### src/rtl/spr_dma_pkg.sv
package spr_dma_pkg;

  localparam int unsigned PTR_W  = 8;
  localparam int unsigned DATA_W = 8;
  localparam int unsigned PAGE_W = 8;

  localparam logic [1:0] SEL_PTR  = 2'd0;
  localparam logic [1:0] SEL_DATA = 2'd1;
  localparam logic [1:0] SEL_TRIG = 2'd2;

  typedef enum logic [2:0] {
    SQ_IDLE,
    SQ_WAIT,
    SQ_ALIGN,
    SQ_GET,
    SQ_PUT
  } sq_state_e;

  // CPU address of byte idx within page pg
  function automatic logic [PAGE_W+PTR_W-1:0] page_addr(
      input logic [PAGE_W-1:0] pg, input logic [PTR_W-1:0] idx);
    return {pg, idx};
  endfunction

  // wrapping pointer advance
  function automatic logic [PTR_W-1:0] ptr_step(input logic [PTR_W-1:0] p);
    return p + PTR_W'(1);
  endfunction

endpackage

### src/rtl/spr_dma_seq.sv
module spr_dma_seq
  import spr_dma_pkg::*;
#(
  parameter int unsigned PG_W  = PAGE_W,
  parameter int unsigned IX_W  = PTR_W,
  parameter int unsigned DW    = DATA_W
) (
  input  logic               clk,
  input  logic               rst_n,
  input  logic               start_i,
  input  logic [PG_W-1:0]    page_i,
  input  logic               odd_i,
  input  logic [DW-1:0]      bus_rdata_i,
  output logic               busy_o,
  output logic               bus_rd_o,
  output logic [PG_W+IX_W-1:0] bus_addr_o,
  output logic               put_o,
  output logic [DW-1:0]      put_data_o
);

  localparam logic [IX_W-1:0] IX_LAST = {IX_W{1'b1}};

  sq_state_e         state_q;
  logic [PG_W-1:0]   page_q;
  logic [IX_W-1:0]   idx_q;
  logic [DW-1:0]     data_q;
  logic              align_q;

  always_ff @(posedge clk) begin
    if (!rst_n) begin
      state_q <= SQ_IDLE;
      page_q  <= '0;
      idx_q   <= '0;
      data_q  <= '0;
      align_q <= 1'b0;
    end else begin
      unique case (state_q)
        SQ_IDLE: if (start_i) begin
          page_q  <= page_i;
          align_q <= odd_i;
          idx_q   <= '0;
          state_q <= SQ_WAIT;
        end
        SQ_WAIT:  state_q <= align_q ? SQ_ALIGN : SQ_GET;
        SQ_ALIGN: state_q <= SQ_GET;
        SQ_GET: begin
          data_q  <= bus_rdata_i;
          state_q <= SQ_PUT;
        end
        SQ_PUT: begin
          idx_q   <= idx_q + IX_W'(1);
          state_q <= (idx_q == IX_LAST) ? SQ_IDLE : SQ_GET;
        end
        default: state_q <= SQ_IDLE;
      endcase
    end
  end

  assign busy_o     = (state_q != SQ_IDLE);
  assign bus_rd_o   = (state_q == SQ_GET);
  assign bus_addr_o = page_addr(page_q, idx_q);
  assign put_o      = (state_q == SQ_PUT);
  assign put_data_o = data_q;

endmodule

### src/rtl/spr_ptr_reg.sv
module spr_ptr_reg
  import spr_dma_pkg::*;
#(
  parameter int unsigned W = PTR_W
) (
  input  logic         clk,
  input  logic         rst_n,
  input  logic         zero_i,
  input  logic         load_i,
  input  logic [W-1:0] load_val_i,
  input  logic         inc_i,
  output logic [W-1:0] ptr_o
);

  logic [W-1:0] ptr_q;

  always_ff @(posedge clk) begin
    if (!rst_n)       ptr_q <= '0;
    else if (zero_i)  ptr_q <= '0;
    else if (load_i)  ptr_q <= load_val_i;
    else if (inc_i)   ptr_q <= ptr_q + W'(1);
  end

  assign ptr_o = ptr_q;

endmodule

### src/rtl/spr_attr_mem.sv
module spr_attr_mem #(
  parameter int unsigned AW = 8,
  parameter int unsigned DW = 8
) (
  input  logic          clk,
  input  logic          we_i,
  input  logic [AW-1:0] waddr_i,
  input  logic [DW-1:0] wdata_i,
  input  logic [AW-1:0] raddr_i,
  output logic [DW-1:0] rdata_o
);

  localparam int unsigned DEPTH = 1 << AW;

  logic [DW-1:0] mem_q [DEPTH];

  always_ff @(posedge clk) begin
    if (we_i) mem_q[waddr_i] <= wdata_i;
  end

  assign rdata_o = mem_q[raddr_i];

endmodule

### src/rtl/spr_dma_top.sv
module spr_dma_top
  import spr_dma_pkg::*;
#(
  parameter int unsigned AW  = PTR_W,
  parameter int unsigned DW  = DATA_W,
  parameter int unsigned PGW = PAGE_W
) (
  input  logic               clk,
  input  logic               rst_n,
  input  logic               reg_wr,
  input  logic               reg_rd,
  input  logic [1:0]         reg_sel,
  input  logic [DW-1:0]      reg_wdata,
  output logic [DW-1:0]      reg_rdata,
  input  logic               phase_odd,
  input  logic               render_active,
  input  logic               ptr_zero,
  input  logic [DW-1:0]      bus_rdata,
  output logic               cpu_halt,
  output logic               bus_rd,
  output logic [PGW+AW-1:0]  bus_addr,
  output logic               spr_we,
  output logic [AW-1:0]      spr_waddr,
  output logic [DW-1:0]      spr_wdata
);

  // named internal events (also observed by the checker)
  logic          busy;
  logic          trig_go;
  logic          ptr_load;
  logic          port_wr;
  logic          port_rd;
  logic          put;
  logic [DW-1:0] put_data;
  logic          wr_evt;
  logic [DW-1:0] wr_data;
  logic          mem_we;
  logic [AW-1:0] ptr_q;

  assign trig_go  = reg_wr && (reg_sel == SEL_TRIG) && !busy;
  assign ptr_load = reg_wr && (reg_sel == SEL_PTR)  && !busy;
  assign port_wr  = reg_wr && (reg_sel == SEL_DATA) && !busy;
  assign port_rd  = reg_rd && (reg_sel == SEL_DATA);

  spr_dma_seq #(.PG_W(PGW), .IX_W(AW), .DW(DW)) u_seq (
    .clk        (clk),
    .rst_n      (rst_n),
    .start_i    (trig_go),
    .page_i     (reg_wdata[PGW-1:0]),
    .odd_i      (phase_odd),
    .bus_rdata_i(bus_rdata),
    .busy_o     (busy),
    .bus_rd_o   (bus_rd),
    .bus_addr_o (bus_addr),
    .put_o      (put),
    .put_data_o (put_data)
  );

  // copy writes and port writes share one path; they never coincide
  assign wr_evt  = put || port_wr;
  assign wr_data = put ? put_data : reg_wdata;
  assign mem_we  = wr_evt && !render_active;

  spr_ptr_reg #(.W(AW)) u_ptr (
    .clk       (clk),
    .rst_n     (rst_n),
    .zero_i    (ptr_zero),
    .load_i    (ptr_load),
    .load_val_i(reg_wdata[AW-1:0]),
    .inc_i     (wr_evt),
    .ptr_o     (ptr_q)
  );

  spr_attr_mem #(.AW(AW), .DW(DW)) u_mem (
    .clk    (clk),
    .we_i   (mem_we),
    .waddr_i(ptr_q),
    .wdata_i(wr_data),
    .raddr_i(ptr_q),
    .rdata_o(reg_rdata)
  );

  assign cpu_halt  = busy;
  assign spr_we    = mem_we;
  assign spr_waddr = ptr_q;
  assign spr_wdata = wr_data;

endmodule

### config.mk
export PLATFORM = sky130hd
export DESIGN_NAME = spr_dma_top
export DESIGN_NICKNAME = d
export VERILOG_FILES = /design/src/rtl/spr_dma_pkg.sv /design/src/rtl/spr_dma_seq.sv /design/src/rtl/spr_ptr_reg.sv /design/src/rtl/spr_attr_mem.sv /design/src/rtl/spr_dma_top.sv
export SDC_FILE = /design/constraint.sdc
export NUM_CORES = 2
export LEC_CHECK = 0
export BUFFER_PORTS_ARGS = -buffer_cell sky130_fd_sc_hd__buf_4
export CAP_MARGIN = 20
export CORE_MARGIN = 4
export CORE_UTILIZATION = 61
export DETAILED_ROUTE_END_ITERATION = 6
export HOLD_SLACK_MARGIN = 0.03
export PLACE_DENSITY = 0.77
export SKIP_CTS_REPAIR_TIMING = 1
export SLEW_MARGIN = 10
export SYNTH_ARGS = -nofsm -noshare
export SYNTH_HDL_FRONTEND = slang
export SYNTH_SLANG_ARGS = --single-unit
### constraint.sdc
create_clock -name clk -period 5.1 [get_ports clk]
set_input_delay 0.765 -clock clk [delete_from_list [all_inputs] [get_ports clk]]
set_output_delay 0.765 -clock clk [all_outputs]
set_load 0.02 [all_outputs]
==> results.py <==
metrics = {
    "cts": {
        "cts_htree_levels": 4,
        "clk_latency_ns": 0.84,
        "cts_buffer_depth": 3,
        "cts_tree": "done",
        "root_buffer": "clkbuf_16",
        "cts.sinks": 2092,
        "clkTransAtPathRegs_ns": 0.06,
        "numCtsBuffers": 199,
    },
    "logic_synthesis": {
        "netlist_top_cells_area": "edfxtp_1 76%, mux4_2 13%, a22oi_1 1.7%, mux2i_1 1.5%, nor2_1 1.4%",
        "synthArstFlopShare_pct": 0,
        "yosysMostFrequentCell": "edfxtp_1",
        "synth_warnings": 0,
        "synthCells": 3939,
        "synth_common_cells": "2,048 x edfxtp_1, 450 x mux4_2, 308 x nor2_1",
        "synth.avg_cell_area_um2": 20.56,
        "synth_top_family_by_area": "multiplexers",
        "synth_xor_area_share_pct": 0.03245,
        "synth_ff_type": "edfxtp_1",
        "synth_fa_ha_area_share_pct": 0.07726,
        "synthSimpleGateAreaFrac_pct": 3.024,
        "synth_top_area_share_pct": 75.95,
        "yosysTopAreaCell": "edfxtp_1",
        "synth_cell_types": 59,
        "syn-cell-area_um2": 80980,
        "ys_seq_elements": 2092,
        "synth_compound_area_share_pct": 3.863,
        "synthMuxAreaShare_pct": 14.18,
        "synth_seq_area_share_pct": 77.03,
        "syn_nets": 3969,
        "synth_edf_count": 2048,
    },
    "timing": {
        "setup_ws_ns": -0.03858,
        "tightestPinTransition_ns": 1.198,
        "hold_viol": 0,
        "timing.final.crit_period_ns": 5.139,
        "relSlewSlack_pct": 19.88,
        "drv_slew": 0,
        "period_share_pct": 100.8,
        "setup_viol": 2,
        "grt_setup_unrepaired": "no",
        "fmax_mhz": 194.6,
        "fin_skew_ns": 0.02815,
        "hold_slack_ns": 0.1929,
    },
    "grt": {
        "antenna_found_initial": 3,
        "grt_pass1_wl_um": 286700,
        "grt_usage_pct": 28.89,
        "grt_max_degree": 181,
        "grt_overflow_total": 0,
        "first_global_vias": 41580,
    },
    "power": {
        "vdd_drop_max_mv": 0.4031,
        "total_power_mw": 34.78,
        "powerDensity_nw_per_um2": 383.7,
        "p_leak_nw": 27.29,
    },
    "worst_setup_path": {
        "r2r-start": "u_seq.state_q[0]$_SDFFE_PN0P_",
        "crit_type": "register to output pin",
        "startpoint_type": "register",
        "r2r_slack_ns": 1.32,
        "cp_max_fo": 32,
        "path_delay_family": "simple AND/OR/NAND/NOR gates",
        "crit_path_max_incr_delay_ns": 0.63,
        "endpoint_kind": "output pin",
        "worstRegToRegCells": 7,
        "arrival_ns": 4.37,
        "cp.depth": 9,
        "r2r-end": "u_mem.mem_q[234][3]$_DFFE_PP_",
        "cp_slowest_cell": "dfxtp_4",
        "required_ns": 4.34,
        "cpMostUsedCell": "buf_4",
        "path_buf_inv": 3,
        "path_cells": "nand2b_1 -> buf_4 -> o221ai_1 -> a21oi_1 -> nor3_1 -> nor4_2 -> buf_4 -> nor4_2 -> buf_4",
    },
    "hold_path": {
        "min_delay_path_depth": 3,
        "hold_class": "primary input to register",
        "holdPathEnd": "u_seq.put_data_o[0]$_SDFFE_PN0P_",
        "min-delay-start": "bus_rdata[0]",
    },
    "placement": {
        "dp_cells": 5681,
        "hpwl_um": 113800,
        "io_buffers": 66,
        "dp_slack_ns": 0.4955,
        "place_congestion": 0.8653,
    },
    "status": {
        "status": "complete, but fails checks",
        "violations": "setup timing",
    },
    "routing": {
        "via_per_inst": 6.893,
        "drtIter0Drc": 6202,
        "routedWlPerCell_um": 32.51,
        "drc": 0,
        "first_pass_iters": 6,
        "wl_um": 197000,
        "ant_nets": 0,
        "num_vias": 41770,
    },
    "cells_and_area": {
        "synthToLayoutAreaGrowth_pct": 11.93,
        "drive_above_1_share_pct": 23.44,
        "num-fill-cells": 7574,
        "nets": 4165,
        "fin_cells": 6060,
    },
    "floorplan": {
        "dieArea_um2": 138600,
        "die_y_um": 372.4,
        "dieWidth_um": 372.4,
        "core_region_area_um2": 131600,
        "placementRows": 133,
        "initial_core_util_pct": 61.52,
        "ios": 68,
    },
    "run": {
        "drv_cap": 0,
    },
}
## how the worst max path moves through the flow
| stage | start | to |
|---|---|---|
| CTS | register | reg_rdata[3] |
| global route | register | reg_rdata[1] |
| finish | register | reg_rdata[3] |
| detailed placement | register | reg_rdata[3] |
| global placement | register | reg_rdata[3] |
| floorplan | u_seq.state_q[0]$_SDFFE_PN0P_ | spr_wdata[0] |
## placed cells by master (no fill, tap or decap), types with 19 or more instances in the layout
cell / count
mux2i_1: 121
nand2_1: 74
o22ai_1: 19
clkinv_2: 35
clkinv_1: 51
nor2b_1: 26
clkbuf_1: 46
a22oi_1: 188
o221ai_1: 31
nor4_1: 21
dfxtp_1: 39
nor2_1: 306
o21ai_0: 24
buf_12: 34
clkbuf_16: 202
a21oi_1: 120
mux4_2: 450
edfxtp_1: 2048
a31oi_1: 20
buf_4: 198
nor3_1: 23
## per-layer routing
metal / global-route usage (%) / part of all wire, % / vias to the layer above
li1: - / - / 16760
met5: 0 / 0 / -
met4: 11.75 / 4.4 / 0
met2: 44.65 / 48 / 2981
met1: 40.62 / 36 / 21540
met3: 6.817 / 11 / 497
## sequential cells by signal, indices dropped and copies added, names as in the netlist, named ones only
name	cells
u_mem.mem_q	2048
u_ptr.ptr_o	8
u_seq.align_q	1
u_seq.idx_q	8
u_seq.page_q	8
u_seq.put_data_o	8
u_seq.state_q	3
## power breakdown
group | internal [mW] | total, mW | switching (mW)
clock network | 8.20 | 14.6 | 6.35
registers | 18.9 | 19.0 | 0.0228
logic | 0.430 | 1.27 | 0.841
total | 27.6 | 34.8 | 7.22
## worst min-delay path: cells and delay by family
kind | cells | cell delay [ns]
AND/OR/NAND/NOR | 1 | 0.04
AO/OA/AOI/OAI | 1 | 0.06
buffers and inverters | 1 | 0.11
## cell type report
cell class / instances / area [µm²] / area share (%)
clock inverter: 122 / 1169 / 1.289
timing repair buffer: 233 / 2195 / 2.421
antenna: 1 / 2.502 / 0.002761
multi-input combinational: 1599 / 17420 / 19.22
inverter: 10 / 37.54 / 0.04141
clock buffer: 248 / 5228 / 5.768
tap: 1755 / 2196 / 2.423
sequential: 2092 / 62390 / 68.84
## cells by family (layout without fill, tap and decap cells)
group,after synthesis,after routing
adder cells (fa/ha/maj),5,5
other,0,1
XOR/XNOR,3,3
buffers and inverters,249,613
flip-flops,2092,2092
multiplexers,583,583
AO/OA/AOI/OAI,460,460
AND/OR/NAND/NOR,547,548
## through the flow
stage | setup TNS, ns | util (%) | cell area (µm²)
floorplan | 0 | - | 80980
global placement | 0 | 63.86 | 84060
finish | -0.05238 | 68.86 | 90640
detailed placement | 0 | 63.86 | 84060
CTS | -1.520 | 68.72 | 90450
global route | 0 | 68.86 | 90630
Power figures use the tool's default switching activity.
